<file path="src/rtl/chain_node_pkg.sv">
package chain_node_pkg;
  localparam logic [7:0] CRC_POLY   = 8'h07;
  localparam logic [7:0] BLOCK_FLAG = 8'h80;
  localparam logic [7:0] ADDR_REG   = 8'h3B;

  typedef enum logic [2:0] {P_IDLE, P_HDR, P_REG, P_WCRC, P_REPLY} parse_t;

  // one byte of CRC-8, MSB first, no final xor
  function automatic logic [7:0] crc8_step(input logic [7:0] c, input logic [7:0] b);
    logic [7:0] r;
    r = c ^ b;
    for (int i = 0; i < 8; i++) r = r[7] ? ((r << 1) ^ CRC_POLY) : (r << 1);
    return r;
  endfunction

  // header rewrite for a node that is still waiting for its address
  function automatic logic [7:0] header_rewrite(input logic [7:0] b, input logic blk);
    return (blk && b[7:1] == 7'd0) ? (b | BLOCK_FLAG) : b;
  endfunction
endpackage

</file>
<file path="src/rtl/cn_uart_rx.sv">
module cn_uart_rx #(
  parameter int CLKS_PER_BIT = 204
) (
  input  logic       clk,
  input  logic       rst_n,
  input  logic       rx_i,
  output logic       valid_o,
  output logic [7:0] data_o
);
  localparam int CW = $clog2(CLKS_PER_BIT + 1);
  typedef enum logic [1:0] {R_IDLE, R_START, R_DATA, R_STOP} rx_st_t;

  rx_st_t         st;
  logic [1:0]     sync;
  logic [CW-1:0]  cnt;
  logic [2:0]     bit_idx;
  logic [7:0]     sh;
  wire            line = sync[1];
  wire            bit_end = (cnt == CW'(CLKS_PER_BIT - 1));

  always_ff @(posedge clk or negedge rst_n) begin
    if (!rst_n) begin
      sync <= 2'b11; st <= R_IDLE; cnt <= '0; bit_idx <= '0;
      sh <= '0; valid_o <= 1'b0; data_o <= '0;
    end else begin
      sync    <= {sync[0], rx_i};
      valid_o <= 1'b0;
      case (st)
        R_IDLE: if (!line) begin cnt <= '0; st <= R_START; end
        R_START:
          if (cnt == CW'(CLKS_PER_BIT / 2 - 1)) begin
            cnt <= '0; bit_idx <= '0;
            st  <= line ? R_IDLE : R_DATA;
          end else cnt <= cnt + 1'b1;
        R_DATA:
          if (bit_end) begin
            cnt <= '0;
            sh  <= {line, sh[7:1]};
            if (bit_idx == 3'd7) st <= R_STOP;
            else bit_idx <= bit_idx + 1'b1;
          end else cnt <= cnt + 1'b1;
        R_STOP:
          if (bit_end) begin
            st <= R_IDLE;
            if (line) begin valid_o <= 1'b1; data_o <= sh; end
          end else cnt <= cnt + 1'b1;
        default: st <= R_IDLE;
      endcase
    end
  end
endmodule

</file>
<file path="src/rtl/cn_uart_tx.sv">
module cn_uart_tx #(
  parameter int CLKS_PER_BIT = 204
) (
  input  logic       clk,
  input  logic       rst_n,
  input  logic       valid_i,
  input  logic [7:0] data_i,
  output logic       ready_o,
  output logic       tx_o,
  output logic       busy_o
);
  localparam int CW = $clog2(CLKS_PER_BIT + 1);

  logic [9:0]    sh;
  logic [3:0]    nb;
  logic [CW-1:0] cnt;
  logic          busy;
  wire           bit_end = (cnt == CW'(CLKS_PER_BIT - 1));
  wire           last    = busy && bit_end && (nb == 4'd9);

  assign ready_o = !busy || last;
  assign tx_o    = busy ? sh[0] : 1'b1;
  assign busy_o  = busy;

  always_ff @(posedge clk or negedge rst_n) begin
    if (!rst_n) begin
      sh <= '1; nb <= '0; cnt <= '0; busy <= 1'b0;
    end else if (ready_o && valid_i) begin
      sh <= {1'b1, data_i, 1'b0}; nb <= '0; cnt <= '0; busy <= 1'b1;
    end else if (last) begin
      busy <= 1'b0;
    end else if (busy) begin
      if (bit_end) begin
        cnt <= '0; sh <= {1'b1, sh[9:1]}; nb <= nb + 1'b1;
      end else cnt <= cnt + 1'b1;
    end
  end
endmodule

</file>
<file path="src/rtl/cn_txq.sv">
module cn_txq #(
  parameter int DEPTH = 8,
  parameter int W     = 8,
  localparam int AW   = $clog2(DEPTH)
) (
  input  logic         clk,
  input  logic         rst_n,
  input  logic         push_i,
  input  logic [W-1:0] din_i,
  input  logic         pop_i,
  output logic [W-1:0] dout_o,
  output logic         empty_o,
  output logic         full_o,
  output logic [AW:0]  count_o
);
  logic [W-1:0]  mem [DEPTH];
  logic [AW-1:0] wp, rp;

  assign dout_o  = mem[rp];
  assign empty_o = (count_o == '0);
  assign full_o  = (count_o == (AW+1)'(DEPTH));

  always_ff @(posedge clk) if (push_i) mem[wp] <= din_i;

  always_ff @(posedge clk or negedge rst_n) begin
    if (!rst_n) begin
      wp <= '0; rp <= '0; count_o <= '0;
    end else begin
      if (push_i) wp <= wp + 1'b1;
      if (pop_i)  rp <= rp + 1'b1;
      count_o <= count_o + (AW+1)'(push_i) - (AW+1)'(pop_i);
    end
  end
endmodule

</file>
<file path="src/rtl/cn_frame_ctl.sv">
module cn_frame_ctl import chain_node_pkg::*; #(
  parameter int CLKS_PER_BIT = 204,
  parameter int REG_AW       = 7,
  parameter int QDEPTH       = 8,
  localparam int QCW         = $clog2(QDEPTH) + 1
) (
  input  logic              clk,
  input  logic              rst_n,
  input  logic              rx_valid,
  input  logic [7:0]        rx_byte,
  input  logic [QCW-1:0]    q_count,
  output logic              fwd_push,
  output logic [7:0]        fwd_byte,
  output logic              gen_push,
  output logic [7:0]        gen_byte,
  output logic [REG_AW-1:0] reg_rd_addr,
  input  logic [7:0]        reg_rd_data,
  output logic              reg_wr_en,
  output logic [REG_AW-1:0] reg_wr_addr,
  output logic [7:0]        reg_wr_data,
  output logic [5:0]        node_addr,
  output logic              gap_expire
);
  localparam int GAP_LIMIT = 50 * CLKS_PER_BIT;   // 5 byte slots between completions = 4 idle
  localparam int GW        = $clog2(GAP_LIMIT + 1);
  localparam int GEN_ROOM  = QDEPTH - 3;           // keep room for forwarded bytes

  parse_t            state;
  logic              is_wr, hit, assigned;
  logic [7:0]        regb, datab, crc, left;
  logic [REG_AW-1:0] rd_ptr;
  logic [GW-1:0]     gap;

  wire       in_frame = (state == P_HDR) || (state == P_REG) || (state == P_WCRC);
  wire [7:0] crc_next = crc8_step(crc, rx_byte);

  assign gap_expire  = in_frame && !rx_valid && (gap == GW'(GAP_LIMIT - 1));
  assign fwd_push    = rx_valid;
  assign fwd_byte    = (state == P_IDLE) ? header_rewrite(rx_byte, !assigned) : rx_byte;
  assign gen_push    = (state == P_REPLY) && !rx_valid && (q_count <= QCW'(GEN_ROOM));
  assign gen_byte    = (left != 8'd0) ? reg_rd_data : crc;
  assign reg_rd_addr = rd_ptr;

  always_ff @(posedge clk or negedge rst_n) begin
    if (!rst_n) begin
      state <= P_IDLE; is_wr <= 1'b0; hit <= 1'b0; assigned <= 1'b0;
      regb <= '0; datab <= '0; crc <= '0; left <= '0; rd_ptr <= '0; gap <= '0;
      node_addr <= '0; reg_wr_en <= 1'b0; reg_wr_addr <= '0; reg_wr_data <= '0;
    end else begin
      reg_wr_en <= 1'b0;
      gap <= (!in_frame || rx_valid) ? '0 : gap + 1'b1;
      if (gap_expire) state <= P_IDLE;
      else case (state)
        P_IDLE: if (rx_valid) begin
          is_wr <= rx_byte[0];
          hit   <= !rx_byte[7] && (rx_byte[6:1] == node_addr);
          crc   <= crc8_step(8'h00, rx_byte);
          state <= P_HDR;
        end
        P_HDR: if (rx_valid) begin
          regb <= rx_byte; crc <= crc_next; state <= P_REG;
        end
        P_REG: if (rx_valid) begin
          crc <= crc_next;
          if (is_wr) begin
            datab <= rx_byte; state <= P_WCRC;
          end else if (hit) begin
            left <= rx_byte; rd_ptr <= regb[REG_AW-1:0]; state <= P_REPLY;
          end else state <= P_IDLE;
        end
        P_WCRC: if (rx_valid) begin
          state <= P_IDLE;
          if (hit && rx_byte == crc) begin
            reg_wr_en   <= 1'b1;
            reg_wr_addr <= regb[REG_AW-1:0];
            reg_wr_data <= datab;
            if (regb == ADDR_REG && datab[7]) begin
              node_addr <= datab[5:0];
              assigned  <= 1'b1;
            end
          end
        end
        P_REPLY: if (gen_push) begin
          if (left != 8'd0) begin
            crc    <= crc8_step(crc, reg_rd_data);
            left   <= left - 1'b1;
            rd_ptr <= rd_ptr + 1'b1;
          end else state <= P_IDLE;
        end
        default: state <= P_IDLE;
      endcase
    end
  end
endmodule

</file>
<file path="src/rtl/chain_node.sv">
module chain_node #(
  parameter int CLKS_PER_BIT = 204,
  parameter int REG_AW       = 7,
  parameter int QDEPTH       = 8
) (
  input  logic              clk,
  input  logic              rst_n,
  input  logic              rx_i,
  output logic              tx_o,
  output logic [REG_AW-1:0] reg_rd_addr,
  input  logic [7:0]        reg_rd_data,
  output logic              reg_wr_en,
  output logic [REG_AW-1:0] reg_wr_addr,
  output logic [7:0]        reg_wr_data
);
  localparam int QCW = $clog2(QDEPTH) + 1;

  logic           rx_valid;
  logic [7:0]     rx_byte;
  logic           fwd_push, gen_push, gap_expire;
  logic [7:0]     fwd_byte, gen_byte, q_dout;
  logic           q_empty, q_full, tx_ready, tx_busy;
  logic [QCW-1:0] q_count;
  logic [5:0]     node_addr;

  wire       q_push = fwd_push || gen_push;
  wire [7:0] q_din  = fwd_push ? fwd_byte : gen_byte;
  wire       q_pop  = !q_empty && tx_ready;

  cn_uart_rx #(.CLKS_PER_BIT(CLKS_PER_BIT)) u_rx (
    .clk(clk), .rst_n(rst_n), .rx_i(rx_i), .valid_o(rx_valid), .data_o(rx_byte));

  cn_frame_ctl #(.CLKS_PER_BIT(CLKS_PER_BIT), .REG_AW(REG_AW), .QDEPTH(QDEPTH)) u_ctl (
    .clk(clk), .rst_n(rst_n), .rx_valid(rx_valid), .rx_byte(rx_byte), .q_count(q_count),
    .fwd_push(fwd_push), .fwd_byte(fwd_byte), .gen_push(gen_push), .gen_byte(gen_byte),
    .reg_rd_addr(reg_rd_addr), .reg_rd_data(reg_rd_data), .reg_wr_en(reg_wr_en),
    .reg_wr_addr(reg_wr_addr), .reg_wr_data(reg_wr_data), .node_addr(node_addr),
    .gap_expire(gap_expire));

  cn_txq #(.DEPTH(QDEPTH), .W(8)) u_q (
    .clk(clk), .rst_n(rst_n), .push_i(q_push), .din_i(q_din), .pop_i(q_pop),
    .dout_o(q_dout), .empty_o(q_empty), .full_o(q_full), .count_o(q_count));

  cn_uart_tx #(.CLKS_PER_BIT(CLKS_PER_BIT)) u_tx (
    .clk(clk), .rst_n(rst_n), .valid_i(!q_empty), .data_i(q_dout),
    .ready_o(tx_ready), .tx_o(tx_o), .busy_o(tx_busy));
endmodule

</file>
<file path="config.mk">
export PLATFORM = sky130hd
export DESIGN_NAME = chain_node
export DESIGN_NICKNAME = d
export VERILOG_FILES = /design/src/rtl/chain_node_pkg.sv /design/src/rtl/cn_uart_rx.sv /design/src/rtl/cn_uart_tx.sv /design/src/rtl/cn_txq.sv /design/src/rtl/cn_frame_ctl.sv /design/src/rtl/chain_node.sv
export SDC_FILE = /design/constraint.sdc
export NUM_CORES = 1
export LEC_CHECK = 0
export CORE_ASPECT_RATIO = 1.75
export CORE_MARGIN = 10
export CORE_UTILIZATION = 52
export CTS_BUF_LIST = sky130_fd_sc_hd__clkbuf_4 sky130_fd_sc_hd__clkbuf_8
export CTS_CLUSTER_DIAMETER = 200
export DETAILED_ROUTE_END_ITERATION = 8
export PLACE_DENSITY = 0.81
export SYNTH_ARGS = -nofsm -noshare
export SYNTH_HDL_FRONTEND = slang
export SYNTH_SLANG_ARGS = --single-unit
</file>
<file path="constraint.sdc">
create_clock -name clk -period 3.6 [get_ports clk]
set_input_delay 0.54 -clock clk [delete_from_list [all_inputs] [get_ports clk]]
set_output_delay 0.54 -clock clk [all_outputs]
set_load 0.01 [all_outputs]
</file>
# Word-level counts from Yosys, hierarchy flattened
# Memory sizes are Yosys's and may differ from the RTL's.
# Cells that the tools add are included.
# classes
addsub,11
n_reduce_logical,49
magnitude_cmp,1
eq_ne,37
n_bitwise,27
muxes,96
# ops
op,n
8-bit 2-to-1 mux,21
3-bit 2-to-1 mux,36
3-bit inverter,24
10-bit 2-to-1 mux,4
7-bit 2-to-1 mux,5
8-bit one-hot mux with 4 select lines,1
8-bit one-hot mux with 3 select lines,1
2-bit inequality test (second input constant),9
3-bit inequality test (second input constant),6
8-bit by 1-bit adder with 8-bit output (second input constant),2
8-bit equality test (second input constant),2
4-bit 2-to-1 mux,4
8-bit one-hot mux with 2 select lines,1
8-bit bitwise XOR,2
3-bit one-hot mux with 5 select lines,1
14-bit by 1-bit adder with 14-bit output (second input constant),1
14-bit equality test (second input constant),1
14-bit 2-to-1 mux,1
7-bit one-hot mux with 2 select lines,1
1-bit 2-to-1 mux,12
2-bit 2-to-1 mux,6
2-bit by 1-bit inequality test with 1-bit output (second input constant),6
3-bit AND reduction,4
4-bit AND reduction,3
35 further kinds,67
# word_totals
out_inout_bits,24
n_memories,1
ff_bits,146
word_cells,250
ram_bits,64
# mem_list
name,words,width,read_ports,rd_clocked_by_memory_dff,wr,line_no,text
u_q.mem,8,8,1,0,1,cn_txq.sv:16,logic [W-1:0] mem [DEPTH];

# Logic depth before layout (Yosys ltp)
# logic_depth
depth_word,20
mapped_depth,12
ltp_nobuf,12

# Modules after synthesis
# Synthesis repeated with hierarchy kept, for this count alone.
# hier_totals
cells_unflattened,913
area_unflattened_um2,10824.1
# modules_own_cells
module,cells_each,area_per_inst_um2,instances,seq_area_each_um2
cn_frame_ctl,511,4889.7,1,2026.9
cn_txq,147,3042.9,1,2172.1
cn_uart_rx,127,1516.5,1,803.3
cn_uart_tx,116,1227.4,1,561.8
chain_node,12,147.6,1,0.0

# Worst setup path before layout
# No wires, ideal clock.
# synth_path
path_type,flip-flop to flip-flop
from,reg u_ctl.state[1]
to,mem u_q.mem[4][0] (enable)
path_slack_ns,0.799
arrival_time_ns,2.403
synth_period_minus_slack_ns,2.801
path_stages_with_launch,6
path_cell_list,dfrtp_1 or3b_1 buf_2 a2111oi_4 nor2_2 nor4b_1
# synth_via
elab_chain_cells,6
# synth_lines
element,line_no,text
start: declaration,cn_frame_ctl.sv:28,parse_t state;
start signal: assignment,cn_frame_ctl.sv:46,state <= P_IDLE; is_wr <= 1'b0; hit <= 1'b0; assigned <= 1'b0;
start signal: assignment,cn_frame_ctl.sv:52,if (gap_expire) state <= P_IDLE;
start signal: assignment,cn_frame_ctl.sv:58,state <= P_HDR;
3-bit equality test,cn_frame_ctl.sv:40,assign gen_push = (state == P_REPLY) && !rx_valid && (q_count <= QCW'(GEN_ROOM));
1-bit logical AND (2 in a row),cn_frame_ctl.sv:40,
1-bit logical OR,chain_node.sv:26,wire q_push = fwd_push || gen_push;
1-bit 2-to-1 mux,cn_txq.sv:23,always_ff @(posedge clk) if (push_i) mem[wp] <= din_i;
1-bit 2-to-1 mux (implied by the code),cn_txq.sv:23,
end: declaration,cn_txq.sv:16,
# Every way passes these cells.

# Worst setup path after layout
# layout_path
from,reg u_tx.cnt[0]
to,reg u_q.count_o[2]
# layout_via
elab_chain_cells,6
# layout_lines
element,line_no,text
start: declaration,cn_uart_tx.sv:16,logic [CW-1:0] cnt;
start signal: assignment,cn_uart_tx.sv:35,end else cnt <= cnt + 1'b1;
8-bit equality test,cn_uart_tx.sv:18,wire bit_end = (cnt == CW'(CLKS_PER_BIT - 1));
1-bit logical AND (2 in a row),cn_uart_tx.sv:19,wire last = busy && bit_end && (nb == 4'd9);
1-bit logical OR,cn_uart_tx.sv:21,assign ready_o = !busy || last;
1-bit logical AND,chain_node.sv:28,wire q_pop = !q_empty && tx_ready;
named net q_pop,chain_node.sv:28,
4-bit by 1-bit subtractor with 4-bit output,cn_txq.sv:31,count_o <= count_o + (AW+1)'(push_i) - (AW+1)'(pop_i);
end signal: assignment,cn_txq.sv:31,
end: declaration,cn_txq.sv:14,output logic [AW:0] count_o
# The timed path passes the listed nets, and every way through them passes these cells.
# A chain may end at the register's enable or synchronous reset.

==> qor.txt <==
Clk pin slew, worst setup/hold paths = 0.06 ns
Post-Route WL = 21.0 mm
Avg WL per Cell = 18.1 um
CTS Buf Count = 31
Post-DP HPWL = 15.1 mm
Reg2reg path depth = 10
Crit path DAT = 3.53 ns
Post-route ant nets = 0
Post-Syn Instances = 842
Cell variety after synth = 78
Post-CTS resize count = 0
Psw = 1020 uW
Ys flop type = dfrtp_1
Layout area overhead = 13.0%
Worst slew margin = 27.3%
Comb power frac = 3.8%
CTS Hold Bufs = 0
Syn avg cell area = 12.1 um2
Vias per inst = 5.75
Longest Clk Path Bufs = 3
Maxcap violations = 0
DRT Pass-1 Iters = 4
Worst Setup End Kind = register
GPL Wtd Cong = 0.899
CP startpoint kind = register
Die width = 126 um
Port Buf Inserts = 34
Sequential power share = 52.8%
GRT Residual Overflow = 0
Leak = 0.00483 uW
Pwr Density = 406 nW/um2
Worst-Margin Slew = 1.08 ns
Core area = 19200 um2
Failing checks = hold timing
Worst EP required = 4.04 ns
Place WS = 0.491 ns
Final Cell Area = 11500 um2
Clock sink count = 209
Root buffer cell = clkbuf_8
Period utilisation layout = 85.9%
Placement Rows = 67
Ant diodes = 0
Endpoints failing setup = 0
VDD IR max = 0.000416 V
Ys async rst share = 69.4%
Post-CTS setup buffer count = 0
#FFs+latches synth = 209
Min Tclk post-route = 3.09 ns
Mapped Nets = 878
Status = complete, but fails checks
Clock Power Share = 43.3%
FILL cells = 1486
Final hold viol count = 2
Max-slew violation count = 0
Num ports = 35
FF/Latch Area = 5560 um2
Clock latency on the worst-skew pair = 0.58 ns
GRT Overall Usage = 16.2%
Hold Path Class = in2async
Crit path kind = reg2reg
Layout cells sized above 1 = 18.4%
Die area = 25800 um2
Synth Warn # = 0
Setup ws final = 0.509 ns
Syn Std Cell Area = 10200 um2
Vias in the first global route = 7084
Starting density of the core = 53.0%
CP Max Fanout = 13
Die height = 205 um
Drc violations = 0
Max Clock Skew = 0.0305 ns
Largest net degree at the start of global routing = 76
Initial antenna violation count = 0
Achievable Freq = 324 MHz
First DRT Iteration DRCs = 278
Setup TNS = 0 ns
Area of the multi-input gates = 4350 um2
Int Power = 3660 uW
CTS tree = built
RSZ-0062 raised after global routing = false
Sw Ratio = 21.8%
Post-placement cell area = 10800 um2
Number of flops mapped to enable cells by yosys = 64
Register area share after synthesis = 54.6%
Final nets = 928
Vias = 6656
H-tree depth = 1
Hold Slack = -0.00723 ns
First-pass GRT wire length = 35.0 mm
==> area by class of cell <==
cell class              count  area share (%)
well taps                 241            2.62
repair buffers             55            4.45
clock buffers              42            4.70
clock inverters            16            1.11
multi-input cells         565            37.8
inverters                  30           0.979
flip-flops and latches    209            48.4
==> final timing paths <==
kind,start,endpoint,slack [ns]
max,u_tx.cnt[0],u_q.count_o[2],0.51
min,rst_n,u_tx.cnt[0],-0.007
min reg2reg,u_rx.sync[0],u_rx.sync[1],0.36
max in group asynchronous,rst_n,u_rx.sync[1],2.73
min in group clk,u_rx.sync[0],u_rx.sync[1],0.36
max reg2reg,u_tx.cnt[0],u_q.count_o[2],0.51
==> synth_stat cells (3+ instances only) <==
master	instances	share of area, %
a21o_1	8	0.59
a21oi_1	21	1.0
a221o_1	7	0.69
a221oi_1	4	0.34
a22o_1	9	0.77
a22oi_1	6	0.44
a31oi_1	8	0.49
a32o_1	3	0.29
and3_1	7	0.43
buf_2	10	0.49
clkbuf_1	26	0.96
dfrtp_1	134	33
dfstp_2	11	2.8
edfxtp_1	64	19
ha_1	24	2.9
inv_1	28	1.0
mux2_2	51	5.6
mux2i_1	16	1.6
mux4_2	16	3.5
nand2_1	73	2.7
nand2b_1	5	0.31
nand3_1	15	0.74
nand3b_1	4	0.29
nand4_1	6	0.37
nor2_1	65	2.4
nor2b_1	3	0.18
nor3_1	11	0.54
nor3b_1	4	0.29
nor4_1	7	0.43
o211ai_1	4	0.29
o21ai_0	41	2.0
o21ai_1	11	0.54
o22ai_1	6	0.37
o2bb2ai_1	3	0.26
xnor2_1	50	4.3
xnor3_1	5	1.1
xor2_1	27	2.3
==> cells by family (layout without fill, tap and decap cells) <==
group                    count (synthesis)  in the layout  share of synthesized area [%]
adder cells (fa/ha/maj)                 25             25                           3.15
AO/OA/AOI/OAI                          151            151                           10.0
AND/OR/NAND/NOR                        223            223                           10.9
flip-flops                             209            209                           54.6
buffers and inverters                   68            143                           2.67
XOR/XNOR                                83             83                           7.89
multiplexers                            83             83                           10.8
==> metal layers <==
| metal | track usage [%] | routed length, um | vias to the layer above |
|---|---|---|---|
| li1 | - | - | 3147 |
| met1 | 16.2 | 7760 | 3318 |
| met2 | 31.3 | 11700 | 124 |
| met3 | 2.46 | 686 | 67 |
| met4 | 7.96 | 860 | 0 |
| met5 | 0 | 0 | - |
==> layout by cell type (no fill, tap or decap), types with 5 or more instances in the layout <==
master | netlist | routed
o21ai_0 | 41 | 41
dfrtp_1 | 134 | 134
nor2_1 | 65 | 65
mux2i_1 | 16 | 16
mux4_2 | 16 | 16
mux2_2 | 51 | 51
nand2b_1 | 5 | 5
nand3_1 | 15 | 15
a221o_1 | 7 | 7
nor4_1 | 7 | 7
clkbuf_4 | 0 | 6
dfstp_2 | 11 | 11
buf_4 | 1 | 20
nand4_1 | 6 | 6
a22oi_1 | 6 | 6
xnor3_1 | 5 | 5
clkbuf_8 | 0 | 36
a22o_1 | 9 | 9
ha_1 | 24 | 24
inv_1 | 28 | 28
clkinv_1 | 1 | 5
clkdlybuf4s50_1 | 0 | 33
a21oi_1 | 21 | 21
a21o_1 | 8 | 8
xor2_1 | 27 | 27
o22ai_1 | 6 | 6
and3_1 | 7 | 7
edfxtp_1 | 64 | 64
xnor2_1 | 50 | 50
o21ai_1 | 11 | 11
nor3_1 | 11 | 11
a31oi_1 | 8 | 8
nand2_1 | 73 | 73
clkinv_2 | 0 | 9
==> power by group through the flow <==
| stage | logic (uW) | registers, uW | clock network [uW] |
|---|---|---|---|
| after floorplan | 109 | 2510 | 0 |
| after global placement | 176 | 2510 | 0 |
| after detailed placement | 179 | 2510 | 0 |
| after CTS | 181 | 2470 | 2070 |
| after global routing | 199 | 2470 | 2170 |
| final | 180 | 2470 | 2030 |
==> per-stage QoR <==
step | utilization, % | power [uW] | cells | hold WS (ns)
floorplan | - | 2620 | 842 | 0.244
global placement | 56.5 | 2690 | 1100 | 0.346
detailed placement | 56.5 | 2690 | 1100 | 0.357
CTS | 59.9 | 4710 | 1158 | 0.0125
global route | 59.9 | 4840 | 1158 | 0.0347
finish | 59.9 | 4670 | 1158 | -0.00723
==> critical path: stages, from the launching register on <==
cell      delay (ns)
dfrtp_1         0.43
ha_1            0.27
nand3b_1        0.17
o31a_1          0.19
a21o_1          0.38
clkinv_1        0.36
ha_1            0.39
inv_1           0.04
ha_1            0.20
fa_1            0.38
xor2_1          0.17
==> state kept, by name, indices dropped and copies added (netlist names), 2 cells and up, named ones only <==
signal,count
u_ctl.crc,8
u_rx.data_o,8
u_rx.sync,2
u_tx.cnt,8
u_q.wp,3
u_q.rp,3
u_rx.bit_idx,3
u_rx.cnt,8
u_ctl.reg_rd_addr,7
u_ctl.node_addr,6
u_tx.sh,9
u_ctl.left,8
u_rx.sh,8
u_ctl.reg_wr_data,8
u_ctl.gap,14
u_q.mem,64
u_tx.nb,4
u_ctl.reg_wr_addr,7
u_ctl.regb,8
u_q.count_o,4
u_ctl.datab,8
u_ctl.state,3
No activity file was read; power rests on OpenSTA's default activity.
